`src/rtl/edo_seq_pkg.sv`:
```
package edo_seq_pkg;

  typedef enum logic [2:0] {
    ST_IDLE,
    ST_SETUP,
    ST_RCD,
    ST_CLO,
    ST_CHI,
    ST_HOLD,
    ST_PRE
  } seq_state_t;

  localparam int TICK_W = 4;

  // All delays are counted in half memory clocks (ticks)
  typedef struct packed {
    logic [TICK_W-1:0] setup;
    logic [TICK_W-1:0] hold;
    logic [TICK_W-1:0] rcd;
    logic [TICK_W-1:0] pre;
    logic [TICK_W-1:0] ras_min;
  } edo_tim_t;

endpackage

```
`src/rtl/edo_timing_decode.sv`:
```
module edo_timing_decode
  import edo_seq_pkg::*;
(
  input  logic [1:0] cycle_sel,
  input  logic [1:0] timing_sel,
  input  logic       fast_rcd,
  output edo_tim_t   tim
);

  logic [TICK_W-1:0] cyc_ticks;

  always_comb begin
    case (cycle_sel)
      2'b01:   cyc_ticks = 4'd8;
      2'b10:   cyc_ticks = 4'd6;
      default: cyc_ticks = 4'd10;
    endcase

    case (timing_sel)
      2'b01: begin
        tim.setup = 4'd4;
        tim.hold  = 4'd2;
        tim.rcd   = 4'd3;
        tim.pre   = 4'd3;
      end
      2'b10: begin
        tim.setup = 4'd3;
        tim.hold  = 4'd1;
        tim.rcd   = fast_rcd ? 4'd2 : 4'd4;
        tim.pre   = 4'd2;
      end
      default: begin
        tim.setup = 4'd5;
        tim.hold  = 4'd1;
        tim.rcd   = fast_rcd ? 4'd2 : 4'd4;
        tim.pre   = 4'd4;
      end
    endcase

    tim.ras_min = cyc_ticks - tim.pre;
  end

endmodule

```
`src/rtl/edo_beat_mux.sv`:
```
module edo_beat_mux #(
  parameter int N_BEATS = 4,
  parameter int ADDR_W  = 9,
  parameter int DATA_W  = 16,
  localparam int IDX_W  = (N_BEATS > 1) ? $clog2(N_BEATS) : 1
) (
  input  logic [N_BEATS*ADDR_W-1:0] cols,
  input  logic [N_BEATS*DATA_W-1:0] words,
  input  logic [IDX_W-1:0]          idx,
  output logic [ADDR_W-1:0]         col,
  output logic [DATA_W-1:0]         word
);

  logic [ADDR_W-1:0] col_arr  [N_BEATS];
  logic [DATA_W-1:0] word_arr [N_BEATS];

  for (genvar g = 0; g < N_BEATS; g++) begin : g_unpack
    assign col_arr[g]  = cols[g*ADDR_W +: ADDR_W];
    assign word_arr[g] = words[g*DATA_W +: DATA_W];
  end

  assign col  = col_arr[idx];
  assign word = word_arr[idx];

endmodule

```
`src/rtl/edo_seq_ctrl.sv`:
```
module edo_seq_ctrl
  import edo_seq_pkg::*;
#(
  parameter int N_BEATS = 4,
  localparam int IDX_W  = (N_BEATS > 1) ? $clog2(N_BEATS) : 1,
  localparam int EL_W   = $clog2(2*N_BEATS + 10) + 1
) (
  input  logic             clk,
  input  logic             rst_n,
  input  logic             req_valid,
  input  logic             req_write,
  input  logic [IDX_W-1:0] req_len,
  input  edo_tim_t         tim_in,
  output logic             req_ready,
  output logic             accept,
  output logic             ras_low,
  output logic             cas_low,
  output logic             row_phase,
  output logic             write_q,
  output logic             capture,
  output logic [IDX_W-1:0] idx
);

  seq_state_t        state_q;
  logic [TICK_W-1:0] cnt_q;
  logic [EL_W-1:0]   el_q;
  logic [EL_W-1:0]   el_nxt;
  logic [IDX_W-1:0]  beat_q;
  logic [IDX_W-1:0]  last_q;
  edo_tim_t          tim_q;
  logic              ras_done;

  assign el_nxt   = el_q + 1'b1;
  assign ras_done = el_nxt >= EL_W'(tim_q.ras_min);

  always_ff @(posedge clk) begin
    if (!rst_n) begin
      state_q <= ST_IDLE;
      cnt_q   <= '0;
      el_q    <= '0;
      beat_q  <= '0;
      last_q  <= '0;
      write_q <= 1'b0;
      tim_q   <= '0;
    end else begin
      case (state_q)
        ST_IDLE: if (req_valid) begin
          tim_q   <= tim_in;
          write_q <= req_write;
          last_q  <= req_len;
          beat_q  <= '0;
          cnt_q   <= tim_in.setup - 4'd1;
          state_q <= ST_SETUP;
        end
        ST_SETUP: begin
          if (cnt_q == '0) begin
            cnt_q   <= tim_q.rcd - 4'd1;
            el_q    <= '0;
            state_q <= ST_RCD;
          end else begin
            cnt_q <= cnt_q - 4'd1;
          end
        end
        ST_RCD: begin
          el_q <= el_nxt;
          if (cnt_q == '0) state_q <= ST_CLO;
          else             cnt_q   <= cnt_q - 4'd1;
        end
        ST_CLO: begin
          el_q    <= el_nxt;
          state_q <= ST_CHI;
        end
        ST_CHI: begin
          el_q <= el_nxt;
          if (beat_q != last_q) begin
            beat_q  <= beat_q + 1'b1;
            state_q <= ST_CLO;
          end else if (ras_done) begin
            cnt_q   <= tim_q.pre - 4'd1;
            state_q <= ST_PRE;
          end else begin
            state_q <= ST_HOLD;
          end
        end
        ST_HOLD: begin
          el_q <= el_nxt;
          if (ras_done) begin
            cnt_q   <= tim_q.pre - 4'd1;
            state_q <= ST_PRE;
          end
        end
        ST_PRE: begin
          if (cnt_q == '0) state_q <= ST_IDLE;
          else             cnt_q   <= cnt_q - 4'd1;
        end
        default: state_q <= ST_IDLE;
      endcase
    end
  end

  assign req_ready = (state_q == ST_IDLE);
  assign accept    = req_ready && req_valid;
  assign ras_low   = (state_q == ST_RCD) || (state_q == ST_CLO) ||
                     (state_q == ST_CHI) || (state_q == ST_HOLD);
  assign cas_low   = (state_q == ST_CLO);
  assign row_phase = !ras_low || ((state_q == ST_RCD) && (el_q < EL_W'(tim_q.hold)));
  assign capture   = (state_q == ST_CHI) && !write_q;

  always_comb begin
    case (state_q)
      ST_CLO:  idx = beat_q;
      ST_CHI:  idx = (beat_q != last_q) ? beat_q + 1'b1 : beat_q;
      ST_HOLD: idx = beat_q;
      default: idx = '0;
    endcase
  end

  AST_CAS_ONE_TICK: assert property (@(posedge clk) disable iff (!rst_n)
    cas_low |=> !cas_low);
  AST_CAS_INSIDE_RAS: assert property (@(posedge clk) disable iff (!rst_n)
    $rose(cas_low) |-> $past(ras_low));
  AST_RAS_FALL_NO_CAS: assert property (@(posedge clk) disable iff (!rst_n)
    $rose(ras_low) |-> !cas_low);
  AST_RAS_RISE_CAS_HIGH: assert property (@(posedge clk) disable iff (!rst_n)
    $fell(ras_low) |-> !$past(cas_low));
  AST_READY_WAITS_PRE: assert property (@(posedge clk) disable iff (!rst_n)
    $fell(ras_low) |-> !req_ready);
  AST_ACCEPT_DROPS_READY: assert property (@(posedge clk) disable iff (!rst_n)
    accept |=> !req_ready);
  AST_READY_RAS_IDLE: assert property (@(posedge clk) disable iff (!rst_n)
    req_ready |-> !ras_low && !cas_low);

endmodule

```
`src/rtl/edo_page_seq.sv`:
```
module edo_page_seq
  import edo_seq_pkg::*;
#(
  parameter int N_BEATS = 4,
  parameter int ADDR_W  = 9,
  parameter int DATA_W  = 16,
  localparam int LEN_W  = (N_BEATS > 1) ? $clog2(N_BEATS) : 1
) (
  input  logic                      clk,
  input  logic                      rst_n,
  input  logic [1:0]                cfg_cycle,
  input  logic [1:0]                cfg_timing,
  input  logic                      cfg_fast,
  input  logic                      req_valid,
  output logic                      req_ready,
  input  logic                      req_write,
  input  logic [LEN_W-1:0]          req_len,
  input  logic [ADDR_W-1:0]         req_row,
  input  logic [N_BEATS*ADDR_W-1:0] req_cols,
  input  logic [N_BEATS*DATA_W-1:0] req_wdata,
  output logic                      mem_ras_n,
  output logic                      mem_cas_n,
  output logic                      mem_we_n,
  output logic [ADDR_W-1:0]         mem_addr,
  output logic [DATA_W-1:0]         mem_dq_out,
  output logic                      mem_dq_oe,
  input  logic [DATA_W-1:0]         mem_dq_in,
  output logic                      rd_valid,
  output logic [DATA_W-1:0]         rd_data
);

  edo_tim_t                  tim_dec;
  logic                      accept;
  logic                      ras_low;
  logic                      cas_low;
  logic                      row_phase;
  logic                      write_q;
  logic                      capture;
  logic [LEN_W-1:0]          idx;
  logic [ADDR_W-1:0]         row_q;
  logic [N_BEATS*ADDR_W-1:0] cols_q;
  logic [N_BEATS*DATA_W-1:0] words_q;
  logic [ADDR_W-1:0]         sel_col;
  logic [DATA_W-1:0]         sel_word;

  edo_timing_decode u_dec (
    .cycle_sel  (cfg_cycle),
    .timing_sel (cfg_timing),
    .fast_rcd   (cfg_fast),
    .tim        (tim_dec)
  );

  edo_seq_ctrl #(.N_BEATS(N_BEATS)) u_ctrl (
    .clk       (clk),
    .rst_n     (rst_n),
    .req_valid (req_valid),
    .req_write (req_write),
    .req_len   (req_len),
    .tim_in    (tim_dec),
    .req_ready (req_ready),
    .accept    (accept),
    .ras_low   (ras_low),
    .cas_low   (cas_low),
    .row_phase (row_phase),
    .write_q   (write_q),
    .capture   (capture),
    .idx       (idx)
  );

  edo_beat_mux #(.N_BEATS(N_BEATS), .ADDR_W(ADDR_W), .DATA_W(DATA_W)) u_mux (
    .cols  (cols_q),
    .words (words_q),
    .idx   (idx),
    .col   (sel_col),
    .word  (sel_word)
  );

  always_ff @(posedge clk) begin
    if (!rst_n) begin
      row_q   <= '0;
      cols_q  <= '0;
      words_q <= '0;
    end else if (accept) begin
      row_q   <= req_row;
      cols_q  <= req_cols;
      words_q <= req_wdata;
    end
  end

  always_ff @(posedge clk) begin
    if (!rst_n) begin
      rd_valid <= 1'b0;
      rd_data  <= '0;
    end else begin
      rd_valid <= capture;
      if (capture) rd_data <= mem_dq_in;
    end
  end

  assign mem_ras_n  = !ras_low;
  assign mem_cas_n  = !cas_low;
  assign mem_we_n   = !(ras_low && write_q);
  assign mem_dq_oe  = ras_low && write_q;
  assign mem_addr   = row_phase ? row_q : sel_col;
  assign mem_dq_out = sel_word;

  AST_ROW_HELD_AT_FALL: assert property (@(posedge clk) disable iff (!rst_n)
    $fell(mem_ras_n) |-> $stable(mem_addr));
  AST_SETUP_ADDR_STABLE: assert property (@(posedge clk) disable iff (!rst_n)
    (mem_ras_n && !req_ready && $past(mem_ras_n && !req_ready) && !$rose(mem_ras_n))
      |-> $stable(mem_addr));
  AST_COL_HELD_CAS_LOW: assert property (@(posedge clk) disable iff (!rst_n)
    $fell(mem_cas_n) |-> $stable(mem_addr));
  AST_WE_INSIDE_RAS: assert property (@(posedge clk) disable iff (!rst_n)
    !mem_we_n |-> !mem_ras_n && mem_dq_oe);
  AST_RDV_AFTER_CAS: assert property (@(posedge clk) disable iff (!rst_n)
    rd_valid |-> !write_q && $past(!mem_cas_n, 2));

endmodule

```
`config.mk`:
```
export PLATFORM = sky130hd
export DESIGN_NAME = edo_page_seq
export DESIGN_NICKNAME = d
export VERILOG_FILES = /design/src/rtl/edo_seq_pkg.sv /design/src/rtl/edo_timing_decode.sv /design/src/rtl/edo_beat_mux.sv /design/src/rtl/edo_seq_ctrl.sv /design/src/rtl/edo_page_seq.sv
export SDC_FILE = /design/constraint.sdc
export NUM_CORES = 1
export LEC_CHECK = 0
export BUFFER_PORTS_ARGS = -buffer_cell sky130_fd_sc_hd__clkbuf_2
export CAP_MARGIN = 20
export CORE_AREA = 2 2 127 129
export DETAILED_ROUTE_END_ITERATION = 7
export DIE_AREA = 0 0 129 131
export PLACE_DENSITY = 0.85
export SKIP_CTS_REPAIR_TIMING = 1
export SYNTH_ARGS = -nofsm -noshare
export SYNTH_HDL_FRONTEND = slang
export SYNTH_HIERARCHICAL = 1
export SYNTH_SLANG_ARGS = --single-unit
```
`constraint.sdc`:
```
create_clock -name clk -period 3.7 [get_ports clk]
set_input_delay 0.74 -clock clk [delete_from_list [all_inputs] [get_ports clk]]
set_output_delay 0.74 -clock clk [all_outputs]
set_load 0.005 [all_outputs]
```
After elaboration in Yosys (flattened, before gate mapping):

Index checks and enable logic that the tools add are counted.

* bits in registers: 160
* bits of input ports: 136
* output and inout bits: 47

* add/subtract/negate cells: 7
* $lt $le $gt $ge: 3
* equal/unequal tests: 18
* mux-type cells: 30
* bitwise logic cells: 1
* reductions and logical operators: 25

Operators with widths (count)
* binary-select mux 16 bit (select 2 bit): 1
* 2-to-1 mux 16 bit: 2
* case mux 15 bit (2 select lines): 1
* 2-to-1 mux 9 bit: 3
* 2-to-1 mux 3 bit: 7
* case mux 3 bit (7 select lines): 1
* 2-to-1 mux 4 bit: 5
* case mux 4 bit (5 select lines): 1
* binary-select mux 9 bit (select 2 bit): 1
* case mux 6 bit (2 select lines): 1
* subtractor 4 x 1 -> 4 bit, second input constant: 3
* equality test 3 bit, second input constant: 3
* != test 2 x 1 -> 1 bit, second input constant: 4
* case mux 2 bit (2 select lines): 2
* case mux 4 bit (2 select lines): 1
* adder 6 x 1 -> 6 bit, second input constant: 1
* equality test 3 x 2 -> 1 bit, second input constant: 2
* >= comparator 6 x 4 -> 1 bit: 1
* less-than comparator 6 x 4 -> 1 bit: 1
* 2-to-1 mux 2 bit: 3
* 2-to-1 mux 6 bit: 1
* != test 2 bit, second input constant: 3
* AND reduction 2 bit: 3
* AND reduction 5 bit: 1
* 19 further kinds: 32

Longest topological paths before layout:

* depth in word-level cells: 8
* gate-level depth with buffers: 12

Modules after synthesis:

Netlist, hierarchy kept.

Modules (own cells, without submodules)
* edo_page_seq: times used 1, cells an instance 419, area each 4855.9 um2, seq. area each 2522.4 um2
* edo_seq_ctrl: times used 1, cells an instance 284, area each 2189.6 um2, seq. area each 680.7 um2
* edo_beat_mux: times used 1, cells an instance 31, area each 648.1 um2, seq. area each 0.0 um2
* edo_timing_decode: times used 1, cells an instance 32, area each 237.7 um2, seq. area each 0.0 um2

Worst setup path before layout:

OpenSTA, ideal clock, no wires.

* kind: flip-flop to output port
* start point: reg u_ctrl.state_q[0]
* end point: out mem_addr[1]
* arrival: 2.346 ns
* required time: 2.960 ns
* slack: 0.614 ns
* stages on the path, launching flop included: 11
* path through: dfxtp_1 > clkbuf_1 > clkbuf_1 > nand2_1 > nor2_1 > nand2_1 > o21ai_0 > buf_6 > buf_12 > mux4_2 > mux2_2

* longest elaborated chain between the ends: 8
* elaborated cells between the ends (all ways): 17
* classes of those cells: 4 x eq/ne; 5 x mux; 1 x bitwise; 7 x reduce/logical

RTL lines
* start: declaration: RTL line edo_seq_ctrl.sv:24 `seq_state_t state_q;`
* start signal: assignment: RTL line edo_seq_ctrl.sv:38 `state_q <= ST_IDLE;`
* start signal: assignment: RTL line edo_seq_ctrl.sv:53 `state_q <= ST_SETUP;`
* start signal: assignment: RTL line edo_seq_ctrl.sv:59 `state_q <= ST_RCD;`
* equality test 3 x 2 -> 1 bit
* net cas_low: RTL line edo_page_seq.sv:35 `logic cas_low;`
* OR reduction 2 bit (no source line)
* case mux 2 bit (2 select lines): RTL line edo_seq_ctrl.sv:110 `case (state_q)`
* net idx[0]: RTL line edo_page_seq.sv:39 `logic [LEN_W-1:0] idx;`
* inverter 2 -> 3 bit (not written as such): RTL line edo_beat_mux.sv:22 `assign col = col_arr[idx];`
* binary-select mux 9 bit (select 2 bit): RTL line edo_beat_mux.sv:22
* 2-to-1 mux 9 bit (not written as such) (2 in series): RTL line edo_beat_mux.sv:22
* net sel_col[1]: RTL line edo_page_seq.sv:43 `logic [ADDR_W-1:0] sel_col;`
* 2-to-1 mux 9 bit: RTL line edo_page_seq.sv:104 `assign mem_addr = row_phase ? row_q : sel_col;`
* end: declaration: RTL line edo_page_seq.sv:24 `output logic [ADDR_W-1:0] mem_addr,`

The timed path passes the listed nets, and every way through them passes these cells. The select of a mux whose other input is x is not followed.

Final worst setup path:

* start point: reg u_ctrl.beat_q[1]
* end point: out mem_addr[8]

* longest elaborated chain between the ends: 8
* elaborated cells between the ends (all ways): 9
* classes of those cells: 1 x add/sub; 1 x eq/ne; 6 x mux; 1 x bitwise

RTL lines
* start: declaration: RTL line edo_seq_ctrl.sv:28 `logic [IDX_W-1:0] beat_q;`
* start signal: assignment: RTL line edo_seq_ctrl.sv:76 `beat_q <= beat_q + 1'b1;`
* != test 2 bit: RTL line edo_seq_ctrl.sv:112 `ST_CHI: idx = (beat_q != last_q) ? beat_q + 1'b1 : beat_q;`
* 2-to-1 mux 2 bit
* case mux 2 bit (2 select lines): RTL line edo_seq_ctrl.sv:110
* net idx[0]: RTL line edo_page_seq.sv:39
* inverter 2 -> 3 bit (not written as such): RTL line edo_beat_mux.sv:22
* binary-select mux 9 bit (select 2 bit): RTL line edo_beat_mux.sv:22
* 2-to-1 mux 9 bit (not written as such) (2 in series): RTL line edo_beat_mux.sv:22
* net sel_col[8]: RTL line edo_page_seq.sv:43
* 2-to-1 mux 9 bit: RTL line edo_page_seq.sv:104

The timed path passes the listed nets, and every way through them passes these cells. The select of a mux whose other input is x is not followed.

==> run metrics <==
via count=5932; DP Area=8900 um2; num rows=46; CTS tree=done; total power=6.15 mW; endpoints failing setup=0; clk root buf=clkbuf_16; Async SR Flop Fraction=0%; top achievable clock speed=0.280 GHz; Total Routing Usage GR=21.5%; pin count of the biggest net entering global routing=89; Final Wtd Congestion=0.871; met2 WL=8850 um; first-pass GRT wire length=28800 um; reg2reg setup slack=1.11 ns; crit path DAT=2.83 ns; full die area=16900 um2; Mapped Area=7930 um2; leading area contributor after synthesis=dfxtp_1; R2R cell count=10; Req. time, crit path=2.96 ns; endpoints failing hold=0; Synth Flop Type=dfxtp_1; layout cell share with drive strength beyond 1=29.1%; vias in the first global route=5929; Top Layer Used=met4; metal1 wirelength=7920 um; Synth area leaders=dfxtp_1 (40%), mux2i_1 (16%), nor2b_1 (10%), mux4_2 (5.7%), nand2_1 (2.7%); Hold Startpoint=u_ctrl/tim_q[3]; drc violations=0; Ys Warns=6; Worst Skew=0.0213 ns; Hold Path End=u_ctrl/tim_q[3]; PwrDens=646 nW/um2; top-area cell type share of the netlist area=40.4%; CTS H-tree depth=4; chip height=131 um; count leader, synth=dfxtp_1; R2R Path End=u_ctrl/cnt_q[2]; router iterations before antenna repair=5; Max rail drop VDD=0.390 mV; slowest library cell on the worst path=mux4_1; RSZ-0062 raised after global routing=false; Max Cap Viol=0; WL met3=1120 um; Layout Nets=1080; Avg Inst Size Synth=10.4 um2; Final Critical Period=3.57 ns; Final Max Tran Viols=0; Setup crit end kind=output port; fin area=9530 um2; Seq/Total Area, Yosys=40.4%; critical path launch point type=flop; #FFs+latches synth=160; IO Port Bufs=182; RR Startpoint=u_ctrl/state_q[1]; core area=15600 um2; highest cell delay on the worst timing path=0.59 ns; detailed placer's ending HPWL=13000 um; outcome=finished clean; worst path cell trace=xor2_2 > nor3b_1 > a211oi_1 > o21ai_4 > buf_12 > mux4_1 > mux2_2 > clkbuf_2; Die W=129 um; Multi-input gate area=4280 um2; Detail Route Antenna Nets=0; initial DRC count=215; final wirelength=18300 um; initial core utilization=50.9%; area delta synth->final=20.1%; crit path max fanout=10; placed cell count=1122; number of synthesized flops with an enable pin=0; fin util=61.1%; Reg clk slew, reported paths=0.06 ns; n_diodes=0; number of fill cells=1269; num ports=183; antenna violations before repair=0; Max-slew headroom=50.7%; cells after synthesis=766; hold slack=0.477 ns; Max clock buf depth=2; drt via density=5.14; Synth cell types=56; Tcrit/Tclk final=96.5%; remaining global-route overflow=0; CTS Sinks=160; Leak=4.05 nW; Sequential cell area=3200 um2; Worst Hold Depth=2; worst slew pin tran=0.739 ns; min-delay worst type=reg2reg; Worst-Skew Late Latency=0.43 ns; top post-synthesis cells by count=dfxtp_1 (160), nor2b_1 (133), mux2i_1 (129); Wirelength per Cell=15.8 um; Num CTS Buffers=17; post-route insts no fill=1155; Crit Path Class=reg2out
## stage by stage
step | TNS (ns) | setup slack, ns
2_1_floorplan | 0 | 0.614
3_3_place_gp | 0 | 0.484
3_5_place_dp | 0 | 0.368
4_1_cts | -0.342 | -0.109
5_1_grt | 0 | 0.0307
6_report | 0 | 0.128
## logic make-up (layout without fill, tap and decap cells)
group	Yosys count	count (layout)	share of synthesized area, %
and+or+nand+nor	245	245	17.1
muxes	163	163	24.9
DFF	160	160	40.4
buffers and inverters	86	255	6.12
AOI/OAI and AO/OA	81	81	7.21
adders and majority gates	18	18	2.93
xor gates and xnor gates	12	12	1.33
other	1	5	0.0473
## layout make-up
class | instances | area share (%)
Clock buffer | 20 | 4.90
Clock inverter | 12 | 1.38
Inverter | 25 | 1.04
Multi-Input combinational cell | 524 | 45.0
Sequential cell | 160 | 33.6
Tap cell | 216 | 2.84
Timing Repair Buffer | 198 | 11.2
## routing by layer
layer	track usage, %	up-vias
met3	6.88	25
met2	35.3	189
met4	7.80	0
met1	26.9	2780
met5	0	-
li1	-	2938
## how the worst max path moves through the flow
stage,from,depth (start not counted),to,slack (ns)
global placement,u_ctrl/beat_q[1],7,mem_addr[0],0.48
CTS,u_ctrl/beat_q[1],7,mem_addr[8],-0.11
global route,u_ctrl/beat_q[1],8,mem_addr[8],0.03
floorplan,u_ctrl/state_q[0],10,mem_addr[1],0.61
detailed placement,u_ctrl/beat_q[1],7,mem_addr[8],0.37
finish,u_ctrl/beat_q[1],8,mem_addr[8],0.13
## where the power goes
part | internal (mW) | switching [mW] | leakage, nW
clock | 1.05 | 0.724 | 0.297
combinational | 1.01 | 1.08 | 2.44
sequential | 2.05 | 0.236 | 1.31
total | 4.11 | 2.04 | 4.05
## state kept, by name (all words and copies together) (netlist names)
| name | count |
|---|---|
| cols_q | 36 |
| rd_data | 16 |
| rd_valid | 1 |
| row_q | 9 |
| u_ctrl/beat_q | 2 |
| u_ctrl/cnt_q | 4 |
| u_ctrl/el_q | 6 |
| u_ctrl/last_q | 2 |
| u_ctrl/state_q | 3 |
| u_ctrl/tim_q | 16 |
| u_ctrl/write_q | 1 |
| words_q | 64 |
## worst max-delay path, delay by kind of cell (launching register included)
family	cells	cell delay, ns
AND/OR/NAND/NOR	1	0.22
flip-flops	1	0.42
multiplexers	2	0.88
XOR/XNOR	1	0.30
buffers and inverters	2	0.28
AO/OA/AOI/OAI	2	0.30
## placed cells by master (no fill, tap or decap), types with 15 or more instances in the layout
cell,count
nor2_1,18
a21boi_0,23
o21ai_0,15
inv_1,24
mux2i_1,129
clkbuf_16,17
nor2b_1,133
clkbuf_2,181
ha_1,17
dfxtp_1,160
nand2_1,57
mux4_2,20
No activity file was read; power rests on OpenSTA's default activity.
